--- config.mk ---
export PLATFORM = sky130hd
export DESIGN_NAME = sd_block_mover
export DESIGN_NICKNAME = d
export VERILOG_FILES = /design/src/rtl/sdm_pkg.sv /design/src/rtl/sdm_poll_timer.sv /design/src/rtl/sdm_token_class.sv /design/src/rtl/sd_block_mover.sv
export SDC_FILE = /design/constraint.sdc
export NUM_CORES = 1
export LEC_CHECK = 0
export BUFFER_PORTS_ARGS = -buffer_cell sky130_fd_sc_hd__buf_2
export CORE_AREA = 2 2 123 125
export DETAILED_ROUTE_END_ITERATION = 12
export DIE_AREA = 0 0 125 127
export SLEW_MARGIN = 5
export SYNTH_ARGS = -nofsm -noshare
export SYNTH_HDL_FRONTEND = slang
export SYNTH_SLANG_ARGS = --single-unit
export TNS_END_PERCENT = 20
--- constraint.sdc ---
create_clock -name clk -period 3.5 [get_ports clk]
set_input_delay 0.175 -clock clk [delete_from_list [all_inputs] [get_ports clk]]
set_output_delay 0.175 -clock clk [all_outputs]
set_load 0.01 [all_outputs]
--- src/rtl/sdm_pkg.sv ---
package sdm_pkg;

   typedef enum logic [3:0] {
      ST_IDLE,
      ST_R_HUNT,
      ST_R_DATA,
      ST_R_CRC,
      ST_W_TOKEN,
      ST_W_DATA,
      ST_W_CRC,
      ST_W_RESP,
      ST_W_BUSY,
      ST_TAIL
   } sdm_state_e;

   typedef enum logic [2:0] {
      RES_OK        = 3'd0,
      RES_CRC_REJ   = 3'd1,
      RES_WR_REJ    = 3'd2,
      RES_TIMEOUT   = 3'd3,
      RES_BAD_TOKEN = 3'd4
   } sdm_result_e;

   localparam logic [7:0] BYTE_START = 8'hFE;
   localparam logic [7:0] BYTE_FILL  = 8'hFF;
   localparam logic [4:0] TOK_ACCEPT = 5'h05;
   localparam logic [4:0] TOK_CRC    = 5'h0B;
   localparam logic [4:0] TOK_WRITE  = 5'h0D;

endpackage

--- src/rtl/sdm_poll_timer.sv ---
module sdm_poll_timer #(
   parameter int LIMIT = 4096
) (
   input  logic clk,
   input  logic rst_n,
   input  logic clr,
   input  logic tick,
   output logic last
);

   if (LIMIT < 1) begin : g_bad_limit
      $error("sdm_poll_timer: LIMIT must be at least 1");
   end

   if (LIMIT == 1) begin : g_single
      assign last = 1'b1;
   end else begin : g_count
      localparam int CW = $clog2(LIMIT);
      logic [CW-1:0] polls_q;

      always_ff @(posedge clk or negedge rst_n) begin
         if (!rst_n)      polls_q <= '0;
         else if (clr)    polls_q <= '0;
         else if (tick)   polls_q <= polls_q + 1'b1;
      end

      assign last = (polls_q == CW'(LIMIT - 1));
   end

endmodule

--- src/rtl/sdm_token_class.sv ---
module sdm_token_class
   import sdm_pkg::*;
(
   input  logic [4:0]  tok_low,
   output logic        accept,
   output sdm_result_e verdict
);

   always_comb begin
      accept = (tok_low == TOK_ACCEPT);
      unique case (tok_low)
         TOK_ACCEPT: verdict = RES_OK;
         TOK_CRC:    verdict = RES_CRC_REJ;
         TOK_WRITE:  verdict = RES_WR_REJ;
         default:    verdict = RES_BAD_TOKEN;
      endcase
   end

endmodule

--- src/rtl/sd_block_mover.sv ---
module sd_block_mover
   import sdm_pkg::*;
#(
   parameter int BLK_BYTES  = 512,
   parameter int REG_BYTES  = 16,
   parameter int HUNT_LIMIT = 4096,
   parameter int BUSY_LIMIT = 65536
) (
   input  logic       clk,
   input  logic       rst_n,
   input  logic       go,
   input  logic       go_write,
   input  logic       go_reg,
   output logic       busy,
   output logic       done,
   output logic [2:0] result,
   output logic       sd_cs_n,
   output logic       spi_start,
   output logic [7:0] spi_tx,
   input  logic       spi_done,
   input  logic [7:0] spi_rx,
   input  logic [7:0] wr_data,
   input  logic       wr_valid,
   output logic       wr_ready,
   output logic [7:0] rd_data,
   output logic       rd_valid,
   input  logic       rd_ready
);

   localparam int CNT_W = $clog2(BLK_BYTES + 1);

   if (REG_BYTES < 1 || REG_BYTES > BLK_BYTES) begin : g_bad_len
      $error("sd_block_mover: need 1 <= REG_BYTES <= BLK_BYTES");
   end

   sdm_state_e       state_q;
   logic [CNT_W-1:0] cnt_q, len_q;
   logic             pend_q, start_q, cs_n_q, rd_vld_q, done_q;
   logic [7:0]       tx_q, rd_data_q;
   sdm_result_e      res_q;

   logic             want_issue, launch, rx_event;
   logic [7:0]       launch_tx;
   logic             hunt_last, busy_last, tok_accept;
   sdm_result_e      tok_verdict;
   logic             last_pay, crc_second;

   assign rx_event   = spi_done && pend_q;
   assign last_pay   = (cnt_q == len_q - CNT_W'(1));
   assign crc_second = (cnt_q == CNT_W'(1));

   sdm_poll_timer #(.LIMIT(HUNT_LIMIT)) i_hunt_timer (
      .clk(clk), .rst_n(rst_n),
      .clr (state_q != ST_R_HUNT),
      .tick(rx_event && state_q == ST_R_HUNT),
      .last(hunt_last)
   );

   sdm_poll_timer #(.LIMIT(BUSY_LIMIT)) i_busy_timer (
      .clk(clk), .rst_n(rst_n),
      .clr (state_q != ST_W_BUSY),
      .tick(rx_event && state_q == ST_W_BUSY),
      .last(busy_last)
   );

   sdm_token_class i_token_class (
      .tok_low(spi_rx[4:0]),
      .accept (tok_accept),
      .verdict(tok_verdict)
   );

   always_comb begin
      unique case (state_q)
         ST_IDLE:   want_issue = 1'b0;
         ST_W_DATA: want_issue = wr_valid;
         default:   want_issue = 1'b1;
      endcase
      unique case (state_q)
         ST_W_TOKEN: launch_tx = BYTE_START;
         ST_W_DATA:  launch_tx = wr_data;
         default:    launch_tx = BYTE_FILL;
      endcase
   end

   assign launch   = !pend_q && !rd_vld_q && want_issue;
   assign wr_ready = (state_q == ST_W_DATA) && !pend_q;

   always_ff @(posedge clk or negedge rst_n) begin
      if (!rst_n) begin
         state_q   <= ST_IDLE;
         cnt_q     <= '0;
         len_q     <= '0;
         pend_q    <= 1'b0;
         start_q   <= 1'b0;
         tx_q      <= BYTE_FILL;
         cs_n_q    <= 1'b1;
         rd_vld_q  <= 1'b0;
         rd_data_q <= '0;
         done_q    <= 1'b0;
         res_q     <= RES_OK;
      end else begin
         start_q <= 1'b0;
         done_q  <= 1'b0;
         if (launch) begin
            start_q <= 1'b1;
            tx_q    <= launch_tx;
            pend_q  <= 1'b1;
         end
         if (rd_vld_q && rd_ready) rd_vld_q <= 1'b0;

         if (state_q == ST_IDLE) begin
            if (go) begin
               cs_n_q  <= 1'b0;
               cnt_q   <= '0;
               len_q   <= go_reg ? CNT_W'(REG_BYTES) : CNT_W'(BLK_BYTES);
               res_q   <= RES_OK;
               state_q <= go_write ? ST_W_TOKEN : ST_R_HUNT;
            end
         end else if (rx_event) begin
            pend_q <= 1'b0;
            unique case (state_q)
               ST_R_HUNT: begin
                  if (spi_rx == BYTE_START) begin
                     state_q <= ST_R_DATA;
                     cnt_q   <= '0;
                  end else if (hunt_last) begin
                     res_q   <= RES_TIMEOUT;
                     state_q <= ST_TAIL;
                     cs_n_q  <= 1'b1;
                  end
               end
               ST_R_DATA: begin
                  rd_data_q <= spi_rx;
                  rd_vld_q  <= 1'b1;
                  if (last_pay) begin
                     state_q <= ST_R_CRC;
                     cnt_q   <= '0;
                  end else begin
                     cnt_q <= cnt_q + 1'b1;
                  end
               end
               ST_R_CRC: begin
                  if (crc_second) begin
                     state_q <= ST_TAIL;
                     cs_n_q  <= 1'b1;
                  end else begin
                     cnt_q <= cnt_q + 1'b1;
                  end
               end
               ST_W_TOKEN: begin
                  state_q <= ST_W_DATA;
                  cnt_q   <= '0;
               end
               ST_W_DATA: begin
                  if (last_pay) begin
                     state_q <= ST_W_CRC;
                     cnt_q   <= '0;
                  end else begin
                     cnt_q <= cnt_q + 1'b1;
                  end
               end
               ST_W_CRC: begin
                  if (crc_second) state_q <= ST_W_RESP;
                  else            cnt_q   <= cnt_q + 1'b1;
               end
               ST_W_RESP: begin
                  if (tok_accept) begin
                     state_q <= ST_W_BUSY;
                  end else begin
                     res_q   <= tok_verdict;
                     state_q <= ST_TAIL;
                     cs_n_q  <= 1'b1;
                  end
               end
               ST_W_BUSY: begin
                  if (spi_rx != 8'h00) begin
                     state_q <= ST_TAIL;
                     cs_n_q  <= 1'b1;
                  end else if (busy_last) begin
                     res_q   <= RES_TIMEOUT;
                     state_q <= ST_TAIL;
                     cs_n_q  <= 1'b1;
                  end
               end
               ST_TAIL: begin
                  state_q <= ST_IDLE;
                  done_q  <= 1'b1;
               end
               default: state_q <= ST_IDLE;
            endcase
         end
      end
   end

   assign busy      = (state_q != ST_IDLE);
   assign done      = done_q;
   assign result    = res_q;
   assign sd_cs_n   = cs_n_q;
   assign spi_start = start_q;
   assign spi_tx    = tx_q;
   assign rd_data   = rd_data_q;
   assign rd_valid  = rd_vld_q;

endmodule

==> flow_metrics.env <==
export IMPL_drc=0
export IMPL_required_ns=3.69
export IMPL_netlist_area_mm2=0.00358
export IMPL_routed_wl_mm=8.50
export IMPL_layout_common_cells="dfrtp_1, buf_2, nor2_1, nand2_1, o21ai_0"
export IMPL_synth_top_cell_area_share=0.413
export IMPL_io_buffers=48
export IMPL_post_route_period_util=0.749
export IMPL_worst_path_largest_cell_delay_ns=0.85
export IMPL_fin_skew_ns=0.00582
export IMPL_ir_drop_uv=212
export IMPL_tightest_slew_ns=1.05
export IMPL_track_usage=0.114
export IMPL_coreArea_mm2=0.0144
export IMPL_h_tree_depth=3
export IMPL_dr_total_vias=2912
export IMPL_worstSetupPathType="register to register"
export IMPL_cts_buffers=9
export IMPL_first_pass_iters=4
export IMPL_syn_nets=399
export IMPL_final_common_cell="dfrtp_1"
export IMPL_startpoint="state_q[2]"
export IMPL_synth_cell_types=62
export IMPL_start_util=0.248
export IMPL_viasPerCell=4.76
export IMPL_cts_root_buf="clkbuf_16"
export IMPL_p_per_area_mw_per_mm2=537
export IMPL_total_power_w=0.00233
export IMPL_drt_initial_drc_count=242
export IMPL_flow_area_growth_from_synthesis_pct=21.3
export IMPL_rows=44
export IMPL_postSynth_asyncResetShare=1.00
export IMPL_yosys_warnings=0
export IMPL_timing_final_crit_period_ns=2.62
export IMPL_maxSlewViolCount=0
export IMPL_diodes=0
export IMPL_ys_ff_latch=68
export IMPL_crit_arrival_ns=2.81
export IMPL_grt_pass1_vias=2947
export IMPL_yosys_top_cells_area="dfrtp_1, dfstp_2, nor2_1, mux2_2, nand2_1"
export IMPL_finalSetupViolations=0
export IMPL_clock_latency_ns=0.33
export IMPL_path_clk_slew_ns=0.06
export IMPL_fin_area_mm2=0.00434
export IMPL_yosysTopAreaCell="dfrtp_1"
export IMPL_rr_startpoint="state_q[2]"
export IMPL_wl_per_cell_um=13.9
export IMPL_status="finished, final reports clean"
export IMPL_cts_sinks=68
export IMPL_cpMaxStageDelayCell="or4b_1"
export IMPL_setup_tns_ns=0
export IMPL_synth_edf_count=0
export IMPL_cp_end_kind="register"
export IMPL_clock_path_buffers=2
export IMPL_ant_nets=0
export IMPL_grt_pass1_wl_mm=14.7
export IMPL_hpwl_mm=6.37
export IMPL_yosysSeqAreaShare=0.479
export IMPL_ys_flop_type="dfrtp_1"
export IMPL_rsz0062_at_grt="false"
export IMPL_start_kind="register"
export IMPL_hp_class="input pin to register"
export IMPL_placed_area_mm2=0.00402
export IMPL_pin_count=49
export IMPL_hold_viol=0
export IMPL_cts_tree="yes"
export IMPL_fmax_ghz=0.381
export IMPL_grt_antenna_before_repair=0
export IMPL_synth_cells=371
export IMPL_p_leak_nw=1.83
export IMPL_nets=451
export IMPL_grt_max_degree=27
export IMPL_grt_overflow_total=0
export IMPL_die_h_um=127
export IMPL_drive_gt1_frac=0.231
export IMPL_maxSlewHeadroom=0.293
export IMPL_dieArea_mm2=0.0159
export IMPL_die_x_um=125
export IMPL_path_max_fanout=18
export IMPL_crit_chain="or4b_1 -> a21o_1 -> o2111ai_1 -> buf_4 -> nand2b_1 -> o22ai_1"
export IMPL_place_gp_congestion=0.825
export IMPL_avgSynthCellArea_um2=9.64
export IMPL_hp_start="go_reg"
export IMPL_maxCapViolCount=0
state kept, by name, summed over array words and instances (netlist names), 2 cells and up:
signal	flops
result	3
spi_tx	8
len_q	2
cnt_q	10
rd_data	8
i_busy_timer.g_count.polls_q	16
i_hunt_timer.g_count.polls_q	12
state_q	4
synth_stat cells (5+ instances only):
cell / number
nor3_1: 10
clkbuf_1: 9
nor2_1: 37
nand4_1: 11
nand3_1: 19
dfrtp_1: 59
inv_1: 15
or3_1: 8
xor2_1: 13
o21ai_0: 20
o22ai_1: 6
xnor2_1: 11
a21oi_1: 17
or4_1: 5
nand2_1: 34
dfstp_2: 9
mux2_2: 12
what timing repair did:
item / in CTS / in global routing
setup buffers: 0 / 0
resized for setup: 0 / 0
hold buffers: 1 / 0
endpoints found under the hold margin: 16 / 0
metal layers:
metal,vias to the layer above,wire [um],GRT usage
li1,1454,-,-
met1,1371,4200,0.159
met4,0,119,0.0327
met2,75,3710,0.171
met3,12,469,0.0343
met5,-,0,0
critical path, delay by kind of cell (launching register included):
family	cells	cell delay, ns
AOI/OAI and AO/OA	3	0.52
buffers and inverters	1	0.21
DFF	1	0.59
and+or+nand+nor	2	1.16
where the power goes:
part           internal [W]  total (W)  leakage (nW)  switching, W
registers          0.000919    0.00101         0.868     0.0000935
clock network      0.000573   0.000910         0.146      0.000337
logic              0.000164   0.000407         0.818      0.000243
metrics by stage:
step	utilization	std cells	hold slack (ns)	setup WS, ns
global route	0.301	612	0.0526	0.649
global placement	0.279	595	0.222	0.928
detailed placement	0.279	595	0.221	0.875
finish	0.301	612	0.0450	0.878
CTS	0.301	612	0.0362	0.870
floorplan	-	371	-0.121	1.24
cell type report:
class	count	area (um2)
clock buffers	11	243
clock inverters	5	60.1
fillers	1527	10100
inverters	16	60.1
multi-input cells	271	1720
flip-flops and latches	68	1710
well taps	184	230
repair buffers	57	310
final timing paths:
kind / to / slack (ns) / cells after the start
worst min-delay path: len_q[9] / 0.05 / 2
worst max register to register: cnt_q[4] / 0.88 / 6
worst min register to register: spi_tx[4] / 0.48 / 2
max in group asynchronous: sd_cs_n / 2.36 / 3
worst max-delay path: cnt_q[4] / 0.88 / 6
min in group asynchronous: i_hunt_timer.g_count.polls_q[7] / 0.39 / 2
kinds of logic (layout without fill, tap and decap cells):
| family | count (synthesis) | count (layout) | share of synthesized area |
|---|---|---|---|
| xor+xnor | 24 | 24 | 0.0588 |
| mux | 14 | 14 | 0.0437 |
| buf+inv | 32 | 89 | 0.0399 |
| simple gates | 159 | 159 | 0.240 |
| compound gates | 70 | 70 | 0.125 |
| flops | 68 | 68 | 0.479 |
| fa+ha+maj | 4 | 4 | 0.0140 |
Power figures use the tool's default switching activity.
